File: src/rtl/eewr_pkg.sv
`timescale 1ns/1ps
package eewr_pkg;
    typedef enum logic [1:0] {
        ST_PWRUP,
        ST_IDLE,
        ST_LOAD,
        ST_PROG
    } seq_state_t;
endpackage

File: src/rtl/eewr_sync.sv
`timescale 1ns/1ps
// Two-stage synchroniser for a bundle of pins.
module eewr_sync #(
    parameter int            W       = 1,
    parameter logic [W-1:0]  RST_VAL = '0
) (
    input  logic         clk,
    input  logic         rst_n,
    input  logic [W-1:0] d,
    output logic [W-1:0] q
);
    logic [W-1:0] stage1;

    always_ff @(posedge clk or negedge rst_n) begin
        if (!rst_n) begin
            stage1 <= RST_VAL;
            q      <= RST_VAL;
        end else begin
            stage1 <= d;
            q      <= stage1;
        end
    end
endmodule

File: src/rtl/eewr_strobe.sv
`timescale 1ns/1ps
// Tracks the write window: address at its opening, data at its last sample,
// and a width count that filters short strobes.
module eewr_strobe #(
    parameter int AW        = 3,
    parameter int DW        = 8,
    parameter int MIN_PULSE = 4
) (
    input  logic          clk,
    input  logic          rst_n,
    input  logic          wr_act,
    input  logic [AW-1:0] addr_s,
    input  logic [DW-1:0] data_s,
    output logic          load_vld,
    output logic [AW-1:0] load_addr,
    output logic [DW-1:0] load_data
);
    localparam int LW = $clog2(MIN_PULSE + 1);

    logic          act_q;
    logic [LW-1:0] len_q;

    always_ff @(posedge clk or negedge rst_n) begin
        if (!rst_n) begin
            act_q     <= 1'b0;
            len_q     <= '0;
            load_addr <= '0;
            load_data <= '0;
        end else begin
            act_q <= wr_act;
            if (wr_act) begin
                load_data <= data_s;
                if (!act_q) begin
                    load_addr <= addr_s;
                    len_q     <= LW'(1);
                end else if (len_q != LW'(MIN_PULSE)) begin
                    len_q <= len_q + 1'b1;
                end
            end
        end
    end

    assign load_vld = act_q & ~wr_act & (len_q >= LW'(MIN_PULSE));
endmodule

File: src/rtl/eewr_pagebuf.sv
`timescale 1ns/1ps
// Page buffer plus storage array; commit copies all loaded slots in order.
module eewr_pagebuf #(
    parameter int AW     = 3,
    parameter int DW     = 8,
    parameter int PAGE_N = 4,
    parameter int FW     = $clog2(PAGE_N + 1)
) (
    input  logic          clk,
    input  logic          rst_n,
    input  logic          push,
    input  logic [AW-1:0] push_addr,
    input  logic [DW-1:0] push_data,
    input  logic          commit,
    input  logic [AW-1:0] rd_addr,
    output logic [DW-1:0] rd_data,
    output logic [FW-1:0] fill
);
    localparam int DEPTH = 1 << AW;

    logic [DW-1:0] mem     [DEPTH];
    logic [AW-1:0] slot_a  [PAGE_N];
    logic [DW-1:0] slot_d  [PAGE_N];

    always_ff @(posedge clk or negedge rst_n) begin
        if (!rst_n) begin
            fill <= '0;
            for (int i = 0; i < DEPTH; i++) mem[i] <= '0;
            for (int i = 0; i < PAGE_N; i++) begin
                slot_a[i] <= '0;
                slot_d[i] <= '0;
            end
        end else if (commit) begin
            for (int i = 0; i < PAGE_N; i++) begin
                if (FW'(i) < fill) mem[slot_a[i]] <= slot_d[i];
            end
            fill <= '0;
        end else if (push && fill < FW'(PAGE_N)) begin
            for (int i = 0; i < PAGE_N; i++) begin
                if (fill == FW'(i)) begin
                    slot_a[i] <= push_addr;
                    slot_d[i] <= push_data;
                end
            end
            fill <= fill + 1'b1;
        end
    end

    assign rd_data = mem[rd_addr];
endmodule

File: src/rtl/eewr_seq.sv
`timescale 1ns/1ps
module eewr_seq
    import eewr_pkg::*;
#(
    parameter int AW        = 3,
    parameter int DW        = 8,
    parameter int PAGE_N    = 4,
    parameter int MIN_PULSE = 4,
    parameter int BLC_CYC   = 16,
    parameter int PROG_CYC  = 40,
    parameter int PWRUP_CYC = 24
) (
    input  logic          clk,
    input  logic          rst_n,
    input  logic          ce_n,
    input  logic          we_n,
    input  logic          oe_n,
    input  logic [AW-1:0] addr,
    input  logic [DW-1:0] din,
    output logic [DW-1:0] dout,
    output logic          dout_en,
    output logic          busy
);
    localparam int FW     = $clog2(PAGE_N + 1);
    localparam int MAX_AB = (PWRUP_CYC > BLC_CYC) ? PWRUP_CYC : BLC_CYC;
    localparam int MAX_C  = (MAX_AB > PROG_CYC) ? MAX_AB : PROG_CYC;
    localparam int CNTW   = $clog2(MAX_C + 1);

    logic          ce_s, we_s, oe_s;
    logic [AW-1:0] addr_s;
    logic [DW-1:0] din_s;
    logic          wr_act, rd_act;
    logic          load_vld;
    logic [AW-1:0] load_addr;
    logic [DW-1:0] load_data;
    logic          do_push, do_commit;
    logic [DW-1:0] rd_data;
    logic [FW-1:0] pb_fill;
    logic [CNTW-1:0] cnt;
    logic          cnt_clr, cnt_inc;
    seq_state_t    state, state_nxt;

    eewr_sync #(.W(3), .RST_VAL(3'b111)) u_ctl_sync (
        .clk(clk), .rst_n(rst_n),
        .d({ce_n, we_n, oe_n}), .q({ce_s, we_s, oe_s})
    );

    eewr_sync #(.W(AW + DW), .RST_VAL('0)) u_bus_sync (
        .clk(clk), .rst_n(rst_n),
        .d({addr, din}), .q({addr_s, din_s})
    );

    assign wr_act = ~ce_s & ~we_s & oe_s;
    assign rd_act = ~ce_s & ~oe_s & we_s;

    eewr_strobe #(.AW(AW), .DW(DW), .MIN_PULSE(MIN_PULSE)) u_strobe (
        .clk(clk), .rst_n(rst_n), .wr_act(wr_act),
        .addr_s(addr_s), .data_s(din_s),
        .load_vld(load_vld), .load_addr(load_addr), .load_data(load_data)
    );

    eewr_pagebuf #(.AW(AW), .DW(DW), .PAGE_N(PAGE_N), .FW(FW)) u_pagebuf (
        .clk(clk), .rst_n(rst_n),
        .push(do_push), .push_addr(load_addr), .push_data(load_data),
        .commit(do_commit), .rd_addr(addr_s), .rd_data(rd_data), .fill(pb_fill)
    );

    // State register
    always_ff @(posedge clk or negedge rst_n) begin
        if (!rst_n) state <= ST_PWRUP;
        else        state <= state_nxt;
    end

    // Shared interval counter
    always_ff @(posedge clk or negedge rst_n) begin
        if (!rst_n)       cnt <= '0;
        else if (cnt_clr) cnt <= '0;
        else if (cnt_inc) cnt <= cnt + 1'b1;
    end

    // Next state and sequencing controls
    always_comb begin
        state_nxt = state;
        cnt_clr   = 1'b0;
        cnt_inc   = 1'b0;
        do_push   = 1'b0;
        do_commit = 1'b0;
        unique case (state)
            ST_PWRUP: begin
                if (cnt == CNTW'(PWRUP_CYC - 1)) begin
                    state_nxt = ST_IDLE;
                    cnt_clr   = 1'b1;
                end else begin
                    cnt_inc = 1'b1;
                end
            end
            ST_IDLE: begin
                if (load_vld) begin
                    do_push   = 1'b1;
                    cnt_clr   = 1'b1;
                    state_nxt = ST_LOAD;
                end
            end
            ST_LOAD: begin
                if (load_vld) begin
                    do_push = 1'b1;
                    cnt_clr = 1'b1;
                end else if (!wr_act) begin
                    if (cnt == CNTW'(BLC_CYC - 1)) begin
                        state_nxt = ST_PROG;
                        cnt_clr   = 1'b1;
                    end else begin
                        cnt_inc = 1'b1;
                    end
                end
            end
            ST_PROG: begin
                if (cnt == CNTW'(PROG_CYC - 1)) begin
                    do_commit = 1'b1;
                    cnt_clr   = 1'b1;
                    state_nxt = ST_IDLE;
                end else begin
                    cnt_inc = 1'b1;
                end
            end
            default: state_nxt = ST_PWRUP;
        endcase
    end

    // Outputs
    always_comb begin
        busy    = (state == ST_PWRUP) || (state == ST_PROG);
        dout_en = rd_act;
        dout    = rd_act ? rd_data : '0;
    end
endmodule

File: config.mk
export PLATFORM = sky130hd
export DESIGN_NAME = eewr_seq
export DESIGN_NICKNAME = d
export VERILOG_FILES = /design/src/rtl/eewr_pkg.sv /design/src/rtl/eewr_sync.sv /design/src/rtl/eewr_strobe.sv /design/src/rtl/eewr_pagebuf.sv /design/src/rtl/eewr_seq.sv
export SDC_FILE = /design/constraint.sdc
export NUM_CORES = 1
export LEC_CHECK = 0
export CORE_MARGIN = 5
export CORE_UTILIZATION = 55
export CTS_BUF_LIST = sky130_fd_sc_hd__clkbuf_8
export DETAILED_ROUTE_END_ITERATION = 10
export DONT_BUFFER_PORTS = 1
export PLACE_DENSITY = 0.81
export SYNTH_ARGS = -nofsm -noshare
export SYNTH_HDL_FRONTEND = slang
export SYNTH_SLANG_ARGS = --single-unit
File: constraint.sdc
create_clock -name clk -period 6.25 [get_ports clk]
set_clock_uncertainty 0.15 [all_clocks]
set_input_delay 1.5625 -clock clk [delete_from_list [all_inputs] [get_ports clk]]
set_output_delay 1.5625 -clock clk [all_outputs]
set_load 0.03 [all_outputs]
==> impl_results.md <==
* Worst setup startpoint: u_bus_sync.q[8]$_DFF_PN0_
* CP endpoint kind: primary output
* Clock latency on the worst-skew pair at about 480 ps
* Worst R2R Start: cnt[0]$_DFFE_PN0P_
* Largest net degree at the start of global routing at 163
* Pre-Repair DR Iteration Count at 8
* Max incr delay on CP at approximately 960 ps
* Clock buffer depth at 2
* Final Power at 2250 uW
* Fmax at 0.241 GHz
* CTS tree: done
* Async SR Flop Fraction at 100%
* Via count at about 8300
* Cell chain of the critical path: mux4_2, mux2i_1, nor2_1
* Most common cell in the netlist: dfrtp_1
* Max layer used: met4
* Buffer and inverter count on the worst path at 0
* Number of global-route vias before repair at roughly 8000
* First-pass GRT wire length at 49000 um
* CP Data Arrival Time at ~2400 ps
* Core box area at between 15000 and 20000 sq um
* Slowest CP cell: dfrtp_1
* Final setup violation count at 0
* I/O Buffers at 0
* Top Ports at 26
* Top_reg_cell synth: dfrtp_1
* Worst reg2reg path depth at 6
* Required time of the worst setup path at around 4500 ps
* Hold Startpoint: u_bus_sync.stage1[1]$_DFF_PN0_
* Area growth syn-to-layout at 3.37%
* Fin crit period at 4160 ps
* Initial antenna violation count at 1
* GPL Wtd Cong at between 1 and 1.5
* Startpoint Class: flop
* Total gr overflow at 0
* Final Non-Filler Cells at ~1200
* Cells on Worst Hold Path at 0
* Worst R2R End: u_pagebuf.slot_d[23]$_DFFE_PN0P_
* Layout cell share with drive strength beyond 1 at about an eighth
* Slew Viols, Final at 0
* Hold buffer count at cts at 0
* Slew margin rel. at roughly 15%
* Total Routing Usage GR at between 30% and 40%
* Sequential Power Share at a little over half
* DR vias/cell at 7.14
* CP Max Fanout at 17
* N_diodes at 0
* Hold Vio Cnt, Final at 0
* Yosys Warn Count at 0
* DR WL/cell at approximately 27 um
* WL met3 at 4710 um
* Setup TNS at 0 ps
* Worst Hold Class: reg -> reg
* Switching pwr at about 740 uW
* Clock power share at about a third
* Synth top area cells: dfrtp_1, mux2_2, nand2_1
* Synth top cells by count: dfrtp_1, nand2_1, o21ai_0
* RSZ-0062 raised after global routing: no
* Clock Sinks at 162
* Yosys cell types at 57
* Register bit count reported by yosys at approximately 160
* Clk slew on worst S/H paths at 100 ps
* Die area at 20000 sq um
* Routed Antenna Nets at 0
* PwrDens at ~230 nW/um^2
* Die Ht at about 140 um
* Post-synth top area cell: dfrtp_1
* Fillers at roughly 1500
* Reg area at roughly 4100 sq um
* Max-Cap Viols at 0
* Leak at between 0.004 and 0.005 uW
* Post-synth top area share at 41.1%
* Final wirelength at 31700 um
* Root Driver: clkbuf_8
* Post-placement cell count at around 1100
* Num rows at 48
* Synth Instances at ~1000
* Comb pwr share at 13.4%
* Slack of the worst reg-to-reg path at 3070 ps
* Metal2 WL at 13100 um
* Status: finished, final reports clean
* WHS Endpoint: u_bus_sync.q[1]$_DFF_PN0_
* DR iter-0 viols at between 1000 and 1500
* Synthesized cell area at ~9500 sq um
* Crit path kind: reg -> out
* Inserted Clock Buffers at 17
* Switching share of power at about a third
* Final HPWL from detailed placement at 20000 um
* Synthesized Nets at a little over 1000
* Sequential area share after synthesis at between 40 and 50%
* Area of the multi-input gates at roughly 5000 sq um
* Initial core utilization at about 56%
* Die width at 141 um
* DRC Markers at 0
* Setup bufs post-CTS at 0
* H-tree depth at 4
* Avg Cell Area, Syn at 9.64 sq um
* Post-synth EDFFs at 0
* Tcrit/Tclk final at between 60 and 70%
* Crit-path leading delay family: flip-flops
* Fin nets at roughly 960
* Worst VDD drop at approximately 260 uV
* Worst Max-Slew Pin Slew at 1270 ps
* Cell-internal power at roughly 1500 uW
* Resize count post-CTS at 0
* M1 WL at 12000 um
==> worst reg2reg max path, stage by stage (launching register included) <==
cell      delay [ps]
dfrtp_1          420
ha_1             250
nand2b_1         250
or2_1            150
buf_4            560
nand4_1          770
mux2_2           520
==> worst max-delay path by stage <==
stage	end	slack, ps	depth (start not counted)
after floorplan	dout[5]	2870	5
after global placement	dout[3]	2650	3
after detailed placement	dout[2]	2580	3
after CTS	dout[2]	2070	3
after global routing	dout[3]	1940	3
final	dout[2]	2090	3
==> layout make-up <==
cell class,count,area share (%)
multi-input combinational,729,51.2
clock buffer,18,2.52
clock inverter,14,1.18
inverter,15,0.573
timing repair buffer,5,0.382
sequential,162,41.3
tap,225,2.86
==> routing by layer <==
layer  up-vias  GRT usage, %
li1       3531             -
met1      4076          44.4
met2       602          45.4
met3       128          11.4
met4         0          15.5
met5         -             0
==> power groups by stage <==
stage / sequential [uW] / combinational [uW] / clock [uW]
2_1_floorplan: 1160 / 252 / 0
3_3_place_gp: 1210 / 287 / 0
3_5_place_dp: 1220 / 299 / 0
4_1_cts: 1190 / 300 / 751
5_1_grt: 1210 / 336 / 798
6_report: 1200 / 302 / 746
==> sequential cells by signal (all words and copies together), names as in the netlist, 3 cells and up <==
name                count
u_strobe.load_addr      3
u_ctl_sync.q            3
cnt                     6
u_strobe.len_q          3
u_pagebuf.fill          3
u_pagebuf.slot_d       32
u_pagebuf.slot_a       12
u_strobe.load_data      8
u_bus_sync.q           11
u_bus_sync.stage1      11
u_pagebuf.mem          64
u_ctl_sync.stage1       3
==> cells by family (layout without fill, tap and decap cells) <==
| kind of cell | count (synthesis) | after routing | synth area share (%) |
|---|---|---|---|
| adder cells (fa/ha/maj) | 12 | 12 | 1.58 |
| AO/OA/AOI/OAI | 258 | 258 | 17.9 |
| multiplexers | 109 | 109 | 14.2 |
| flip-flops | 162 | 162 | 42.7 |
| AND/OR/NAND/NOR | 349 | 349 | 19.0 |
| buffers and inverters | 95 | 52 | 4.49 |
| XOR/XNOR | 1 | 1 | 0.0921 |
==> cell usage in the layout (no fill, tap or decap), types with 4 or more instances in the layout <==
master      n
dfrtp_1   156
nand2_1   124
o21ai_0    84
or3_1      64
a31oi_1    64
nor2_1     55
mux2_2     47
mux2i_1    46
a211o_1    40
o211ai_1   36
nand3_1    26
clkbuf_8   18
mux4_2     16
inv_1      15
and3_1     13
ha_1       12
nand4_1    11
a21oi_1    10
and2_1      8
nor3b_1     8
a221o_1     8
dfstp_2     6
nor3_1      5
nand3b_1    5
inv_6       5
buf_4       5
nand4b_1    4
nor2b_1     4
==> metrics by stage <==
stage	instance area [sq um]	setup WS, ps	hold slack [ps]	utilization (%)
final	9830	2090	205	57.4
after global routing	9830	1940	216	57.4
after CTS	9830	2070	206	57.4
after global placement	9460	2650	184	55.3
after floorplan	9510	2870	181	-
after detailed placement	9460	2580	185	55.3
No activity file was read; power rests on OpenSTA's default activity.
